<file path="src/rtl/dvfs_pkg.sv">
package dvfs_pkg;
  typedef enum logic [1:0] {
    ST_IDLE = 2'd0,
    ST_MAC  = 2'd1,
    ST_TRIM = 2'd2,
    ST_PICK = 2'd3
  } dvfs_st_e;
endpackage

</file>
<file path="src/rtl/coef_bank.sv">
module coef_bank #(
  parameter int N_FEAT = 8,
  parameter int N_LVL  = 4,
  parameter int COEF_W = 16,
  parameter int BUD_W  = 32,
  parameter int IDX_W  = 4
) (
  input  logic                      clk,
  input  logic                      rst_n,
  input  logic                      we,
  input  logic                      sel,
  input  logic [IDX_W-1:0]          idx,
  input  logic [BUD_W-1:0]          wdata,
  output logic [N_FEAT*COEF_W-1:0]  coef_flat,
  output logic [N_LVL*BUD_W-1:0]    bud_flat
);
  for (genvar gi = 0; gi < N_FEAT; gi++) begin : g_coef
    logic              hit;
    logic [COEF_W-1:0] coef_q;
    assign hit = we && !sel && (32'(idx) == gi);
    always_ff @(posedge clk or negedge rst_n) begin
      if (!rst_n)   coef_q <= '0;
      else if (hit) coef_q <= wdata[COEF_W-1:0];
    end
    assign coef_flat[gi*COEF_W +: COEF_W] = coef_q;
  end

  for (genvar gl = 0; gl < N_LVL; gl++) begin : g_bud
    logic             hit;
    logic [BUD_W-1:0] bud_q;
    assign hit = we && sel && (32'(idx) == gl);
    always_ff @(posedge clk or negedge rst_n) begin
      if (!rst_n)   bud_q <= '0;
      else if (hit) bud_q <= wdata;
    end
    assign bud_flat[gl*BUD_W +: BUD_W] = bud_q;
  end
endmodule

</file>
<file path="src/rtl/mac_unit.sv">
module mac_unit #(
  parameter int N_FEAT = 8,
  parameter int FEAT_W = 16,
  parameter int COEF_W = 16,
  parameter int ACC_W  = 32,
  parameter int SEL_W  = 3
) (
  input  logic                       clk,
  input  logic                       rst_n,
  input  logic                       clr,
  input  logic                       en,
  input  logic [SEL_W-1:0]           sel,
  input  logic [N_FEAT*FEAT_W-1:0]   feat_flat,
  input  logic [N_FEAT*COEF_W-1:0]   coef_flat,
  output logic signed [ACC_W-1:0]    acc
);
  localparam int PROD_W = FEAT_W + COEF_W + 1;

  logic [FEAT_W-1:0]          feat_cur;
  logic signed [COEF_W-1:0]   coef_cur;
  logic signed [PROD_W-1:0]   prod;
  logic signed [ACC_W-1:0]    acc_d;
  logic signed [ACC_W-1:0]    acc_q;

  always_comb begin
    feat_cur = feat_flat[sel*FEAT_W +: FEAT_W];
    coef_cur = $signed(coef_flat[sel*COEF_W +: COEF_W]);
    prod     = $signed({1'b0, feat_cur}) * coef_cur;
    acc_d    = acc_q;
    if (clr)     acc_d = '0;
    else if (en) acc_d = acc_q + ACC_W'(prod);
  end

  always_ff @(posedge clk or negedge rst_n) begin
    if (!rst_n)         acc_q <= '0;
    else if (clr || en) acc_q <= acc_d;
  end

  assign acc = acc_q;
endmodule

</file>
<file path="src/rtl/level_pick.sv">
module level_pick #(
  parameter int N_LVL = 4,
  parameter int BUD_W = 32,
  parameter int LVL_W = 2
) (
  input  logic [BUD_W-1:0]        pred,
  input  logic [N_LVL*BUD_W-1:0]  bud_flat,
  output logic [LVL_W-1:0]        lvl,
  output logic                    miss
);
  always_comb begin
    lvl  = LVL_W'(N_LVL - 1);
    miss = 1'b1;
    for (int i = N_LVL - 1; i >= 0; i--) begin
      if (pred <= bud_flat[i*BUD_W +: BUD_W]) begin
        lvl  = LVL_W'(i);
        miss = 1'b0;
      end
    end
  end
endmodule

</file>
<file path="src/rtl/exec_time_dvfs.sv">
module exec_time_dvfs #(
  parameter int N_FEAT = 8,
  parameter int FEAT_W = 16,
  parameter int COEF_W = 16,
  parameter int ACC_W  = 32,
  parameter int N_LVL  = 4,
  parameter int IDX_W  = 4,
  parameter int SH_W   = 3,
  localparam int SEL_W = (N_FEAT > 1) ? $clog2(N_FEAT) : 1,
  localparam int LVL_W = (N_LVL > 1) ? $clog2(N_LVL) : 1
) (
  input  logic                      clk,
  input  logic                      rst_n,
  input  logic                      cfg_we,
  input  logic                      cfg_sel,
  input  logic [IDX_W-1:0]          cfg_idx,
  input  logic [ACC_W-1:0]          cfg_wdata,
  input  logic [SH_W-1:0]           margin_sh,
  input  logic [N_FEAT*FEAT_W-1:0]  feat_vec,
  input  logic                      start,
  output logic                      busy,
  output logic                      done,
  output logic [ACC_W-1:0]          pred_cycles,
  output logic [LVL_W-1:0]          level,
  output logic                      miss_risk
);
  import dvfs_pkg::*;

  dvfs_st_e                 st_q, st_d;
  logic [SEL_W-1:0]         sel_q, sel_d;
  logic [N_FEAT*FEAT_W-1:0] feat_q;
  logic [SH_W-1:0]          sh_q;
  logic [ACC_W-1:0]         trim_q, trim_d;
  logic [ACC_W-1:0]         pred_q;
  logic [LVL_W-1:0]         lvl_q;
  logic                     miss_q, done_q;

  logic [N_FEAT*COEF_W-1:0] coef_flat;
  logic [N_LVL*ACC_W-1:0]   bud_flat;
  logic signed [ACC_W-1:0]  acc;
  logic [ACC_W-1:0]         clamped;
  logic [LVL_W-1:0]         pick_lvl;
  logic                     pick_miss;
  logic                     accept, mac_en, trim_en, pick_en;

  coef_bank #(
    .N_FEAT(N_FEAT), .N_LVL(N_LVL), .COEF_W(COEF_W),
    .BUD_W(ACC_W), .IDX_W(IDX_W)
  ) u_bank (
    .clk(clk), .rst_n(rst_n), .we(cfg_we), .sel(cfg_sel),
    .idx(cfg_idx), .wdata(cfg_wdata),
    .coef_flat(coef_flat), .bud_flat(bud_flat)
  );

  mac_unit #(
    .N_FEAT(N_FEAT), .FEAT_W(FEAT_W), .COEF_W(COEF_W),
    .ACC_W(ACC_W), .SEL_W(SEL_W)
  ) u_mac (
    .clk(clk), .rst_n(rst_n), .clr(accept), .en(mac_en),
    .sel(sel_q), .feat_flat(feat_q), .coef_flat(coef_flat), .acc(acc)
  );

  level_pick #(
    .N_LVL(N_LVL), .BUD_W(ACC_W), .LVL_W(LVL_W)
  ) u_pick (
    .pred(trim_q), .bud_flat(bud_flat), .lvl(pick_lvl), .miss(pick_miss)
  );

  // next-state logic
  always_comb begin
    accept  = (st_q == ST_IDLE) && start;
    mac_en  = (st_q == ST_MAC);
    trim_en = (st_q == ST_TRIM);
    pick_en = (st_q == ST_PICK);
    st_d    = st_q;
    sel_d   = sel_q;
    clamped = acc[ACC_W-1] ? '0 : ACC_W'(acc);
    trim_d  = clamped + ((sh_q == '0) ? '0 : (clamped >> sh_q));
    unique case (st_q)
      ST_IDLE: if (start) begin
        st_d  = ST_MAC;
        sel_d = '0;
      end
      ST_MAC: begin
        sel_d = sel_q + 1'b1;
        if (sel_q == SEL_W'(N_FEAT - 1)) st_d = ST_TRIM;
      end
      ST_TRIM: st_d = ST_PICK;
      ST_PICK: st_d = ST_IDLE;
      default: st_d = ST_IDLE;
    endcase
  end

  // registers
  always_ff @(posedge clk or negedge rst_n) begin
    if (!rst_n) begin
      st_q   <= ST_IDLE;
      sel_q  <= '0;
      done_q <= 1'b0;
    end else begin
      st_q   <= st_d;
      sel_q  <= sel_d;
      done_q <= pick_en;
    end
  end

  always_ff @(posedge clk or negedge rst_n) begin
    if (!rst_n) begin
      feat_q <= '0;
      sh_q   <= '0;
    end else if (accept) begin
      feat_q <= feat_vec;
      sh_q   <= margin_sh;
    end
  end

  always_ff @(posedge clk or negedge rst_n) begin
    if (!rst_n)       trim_q <= '0;
    else if (trim_en) trim_q <= trim_d;
  end

  always_ff @(posedge clk or negedge rst_n) begin
    if (!rst_n) begin
      pred_q <= '0;
      lvl_q  <= '0;
      miss_q <= 1'b0;
    end else if (pick_en) begin
      pred_q <= trim_q;
      lvl_q  <= pick_lvl;
      miss_q <= pick_miss;
    end
  end

  assign busy        = (st_q != ST_IDLE);
  assign done        = done_q;
  assign pred_cycles = pred_q;
  assign level       = lvl_q;
  assign miss_risk   = miss_q;
endmodule

</file>
<file path="config.mk">
export PLATFORM = sky130hd
export DESIGN_NAME = exec_time_dvfs
export DESIGN_NICKNAME = d
export VERILOG_FILES = /design/src/rtl/dvfs_pkg.sv /design/src/rtl/coef_bank.sv /design/src/rtl/mac_unit.sv /design/src/rtl/level_pick.sv /design/src/rtl/exec_time_dvfs.sv
export SDC_FILE = /design/constraint.sdc
export NUM_CORES = 2
export LEC_CHECK = 0
export ABC_AREA = 1
export ABC_CLOCK_PERIOD_IN_PS = 8300
export BUFFER_PORTS_ARGS = -buffer_cell sky130_fd_sc_hd__buf_2
export CORE_ASPECT_RATIO = 0.75
export CORE_UTILIZATION = 55
export DETAILED_ROUTE_END_ITERATION = 10
export PLACE_DENSITY = 0.73
export SYNTH_ARGS = -nofsm -noshare
export SYNTH_HDL_FRONTEND = slang
export SYNTH_SLANG_ARGS = --single-unit
</file>
<file path="constraint.sdc">
create_clock -name clk -period 8.3 [get_ports clk]
set_input_delay 0.83 -clock clk [delete_from_list [all_inputs] [get_ports clk]]
set_output_delay 0.83 -clock clk [all_outputs]
set_load 0.01 [all_outputs]
</file>
==> run summary <==
Post-CTS Setup Bufs -> 0
Row cnt -> 81
Most area-hungry cell type in the Yosys netlist -> dfrtp_1
R2R depth -> 27
Syn_nets -> 5436
Post-Synthesis Cells -> 4759
Crit path max-delay family -> adder cells
Detailed-route via count -> 31530
Layout Nets -> 5539
Gpl congestion -> 0.9675
Fraction of layout cells with a size suffix above 1 -> 8.230%
Initial antenna violation count -> 2
Worst Skew -> 0.03245 ns
Synth Flop Type -> dfrtp_1
Crit path buf inv count -> 7
Largest net degree at the start of global routing -> 143
H-tree levels -> 2
Critical path required time -> 8.84 ns
#FFs+latches synth -> 492
Top Usage Layer GRT -> met1
Max Slew Vio Count -> 0
Slew @ Worst Pin -> 1.256 ns
GRT Total Usage -> 31.47%
Area Overhead vs Synth -> 8.979%
Die height -> 225.2 um
Global Route met3 Usage -> 6.545%
Post-Syn Area per Cell -> 7.678 um^2
First-pass GRT wire length -> 166700 um
Reg area -> 12320 um^2
Synth cell count leaders -> nand2_1 (1382), inv_1 (690), o21ai_0 (498)
Worst Path Arrival -> 8.07 ns
Io pins -> 209
Layout filler cell count -> 5992
Congestion Overflow GR -> 0
WHS -> 0.2736 ns
Critical path type -> flip-flop to flip-flop
Seq/Total Area, Yosys -> 33.70%
Final Hold Vio Count -> 0
I/O Buffers -> 208
Setup TNS -> 0 ns
Core box area -> 65470 um^2
Non-Filler Instances -> 5768
Total wire length -> 104700 um
Via density per instance -> 5.465
Clock root buffer -> clkbuf_16
Ranking of synthesized cells by area -> dfrtp_1 (34%), nand2_1 (14%), fa_1 (12%)
Met1 track demand over resource -> 47.29%
Outcome -> complete, no violations
Asr flop ratio synth -> 100.0%
Die area -> 67480 um^2
Final setup viols -> 0
RSZ-0062 raised after global routing -> no
Most used cell along the critical path -> fa_1
CP Max Fanout -> 39
Yosys cell types -> 44
Relative slew margins -> 15.98%
Clock Sinks -> 492
Share of the synthesized area in the top cell type -> 33.70%
Post-synth EDFFs -> 0
Worst min-delay path class -> primary input to asynchronous set/reset pin
Vias in the first global route -> 29960
CP peak stage delay -> 0.69 ns
Max clock buf depth -> 3
DRC viols -> 0
Max Cap Viol -> 0
Crit-path slowest cell -> dfrtp_4
TritonRoute pass-1 iters -> 6
Multi-input logic area -> 20640 um^2
Most frequent cell after synthesis -> nand2_1
Initial Utilization -> 55.81%
Total number of yosys warnings -> 0
CTS clk-pin slew, worst paths -> 0.07 ns
Skew-Pair Late Insertion Delay -> 0.64 ns
Drt first-iter violations -> 2990
Crit path depth -> 27
Synth Cell Area -> 36540 um^2
Critical path capture point type -> flip-flop
Antenna Cells -> 0
Die Width -> 299.6 um
Met2 global-route usage -> 46.42%
CTS Buf Count -> 49
CTS tree -> done
Drt wl/cell -> 18.16 um
Post-DRT Antenna Nets -> 0
Cells after DPL -> 5682
Crit share post-route -> 90.76%
Dpl hpwl -> 79440 um
Tmin final -> 7.533 ns
Fmax achieved -> 0.1328 GHz
Post-CTS Resized -> 0
Worst setup SP type -> flip-flop
CTS hold repair buffers -> 0
-- path summary, 6_finish.rpt --
kind / startpoint / end / slack [ns]
max: sel_q[0] / u_mac.acc[24] / 0.77
min: rst_n / u_bank.g_bud[3].bud_q[22] / 0.27
max reg2reg: sel_q[0] / u_mac.acc[24] / 0.77
min reg2reg: pred_cycles[19] / pred_cycles[19] / 0.46
max in group asynchronous: rst_n / sel_q[0] / 6.72
min in group clk: feat_vec[87] / feat_q[87] / 0.39
-- cell type report --
type	count	share of cell area, %
Clock buffer	66	3.466
Clock inverter	20	0.7290
Inverter	718	6.787
Multi-Input combinational cell	3353	51.83
Sequential cell	492	30.93
Tap cell	871	2.737
Timing Repair Buffer	248	3.519
-- through the flow --
stage,worst slack [ns],utilization (%),cell area (um^2)
2_1_floorplan,2.221,-,36540
3_3_place_gp,1.014,58.27,38150
3_5_place_dp,0.9155,58.27,38150
4_1_cts,0.8467,60.82,39820
5_1_grt,0.3650,60.82,39820
6_report,0.7670,60.82,39820
-- sequential cells by signal, summed over array words and instances, names as in the netlist --
signal / count
feat_q: 128
u_bank.g_bud.bud_q: 128
u_bank.g_coef.coef_q: 128
pred_cycles: 32
trim_q: 32
u_mac.acc: 32
sel_q: 3
sh_q: 3
level: 2
st_q: 2
done: 1
miss_risk: 1
-- layout by cell type (no fill, tap or decap), types with 5 or more instances in the layout --
master | Yosys | routed
nand2_1 | 1382 | 1379
nand3b_1 | 6 | 6
o21ai_1 | 31 | 31
buf_2 | 40 | 207
clkbuf_16 | 0 | 49
xor2_1 | 5 | 5
o21ai_2 | 13 | 13
nand4_1 | 31 | 31
clkbuf_8 | 0 | 9
ha_1 | 279 | 279
o22ai_1 | 92 | 92
inv_1 | 690 | 689
o21bai_1 | 13 | 13
buf_4 | 10 | 36
o21ai_4 | 15 | 15
nor2_1 | 431 | 431
a21oi_1 | 131 | 131
clkinv_2 | 0 | 8
a21boi_0 | 5 | 5
clkbuf_1 | 127 | 8
fa_1 | 226 | 226
nor2_2 | 8 | 8
nor3_1 | 24 | 24
xnor2_1 | 10 | 10
o21ai_0 | 498 | 498
inv_2 | 24 | 22
nand3_1 | 101 | 99
o21a_1 | 12 | 12
dfrtp_1 | 492 | 490
or2_2 | 8 | 8
a31oi_1 | 8 | 8
-- kinds of logic (layout without fill, tap and decap cells) --
| family | Yosys count | count (layout) | share of synthesized area (%) |
|---|---|---|---|
| DFF | 492 | 492 | 33.70 |
| buffers and inverters | 914 | 1052 | 9.883 |
| xor gates and xnor gates | 15 | 15 | 0.3595 |
| AOI/OAI and AO/OA | 829 | 829 | 12.60 |
| muxes | 3 | 3 | 0.08219 |
| adders and majority gates | 505 | 505 | 21.94 |
| and+or+nand+nor | 2001 | 2001 | 21.45 |
-- per-layer routing --
layer	wire (um)	share of wire [%]
met1	48980	47
met2	43590	42
met3	9735	9.3
met4	2401	2.3
met5	13	0.012
Power is left out: the tool's default activity adds up to more than one toggle a clock period on the data nets, which glitch-free logic cannot reach.
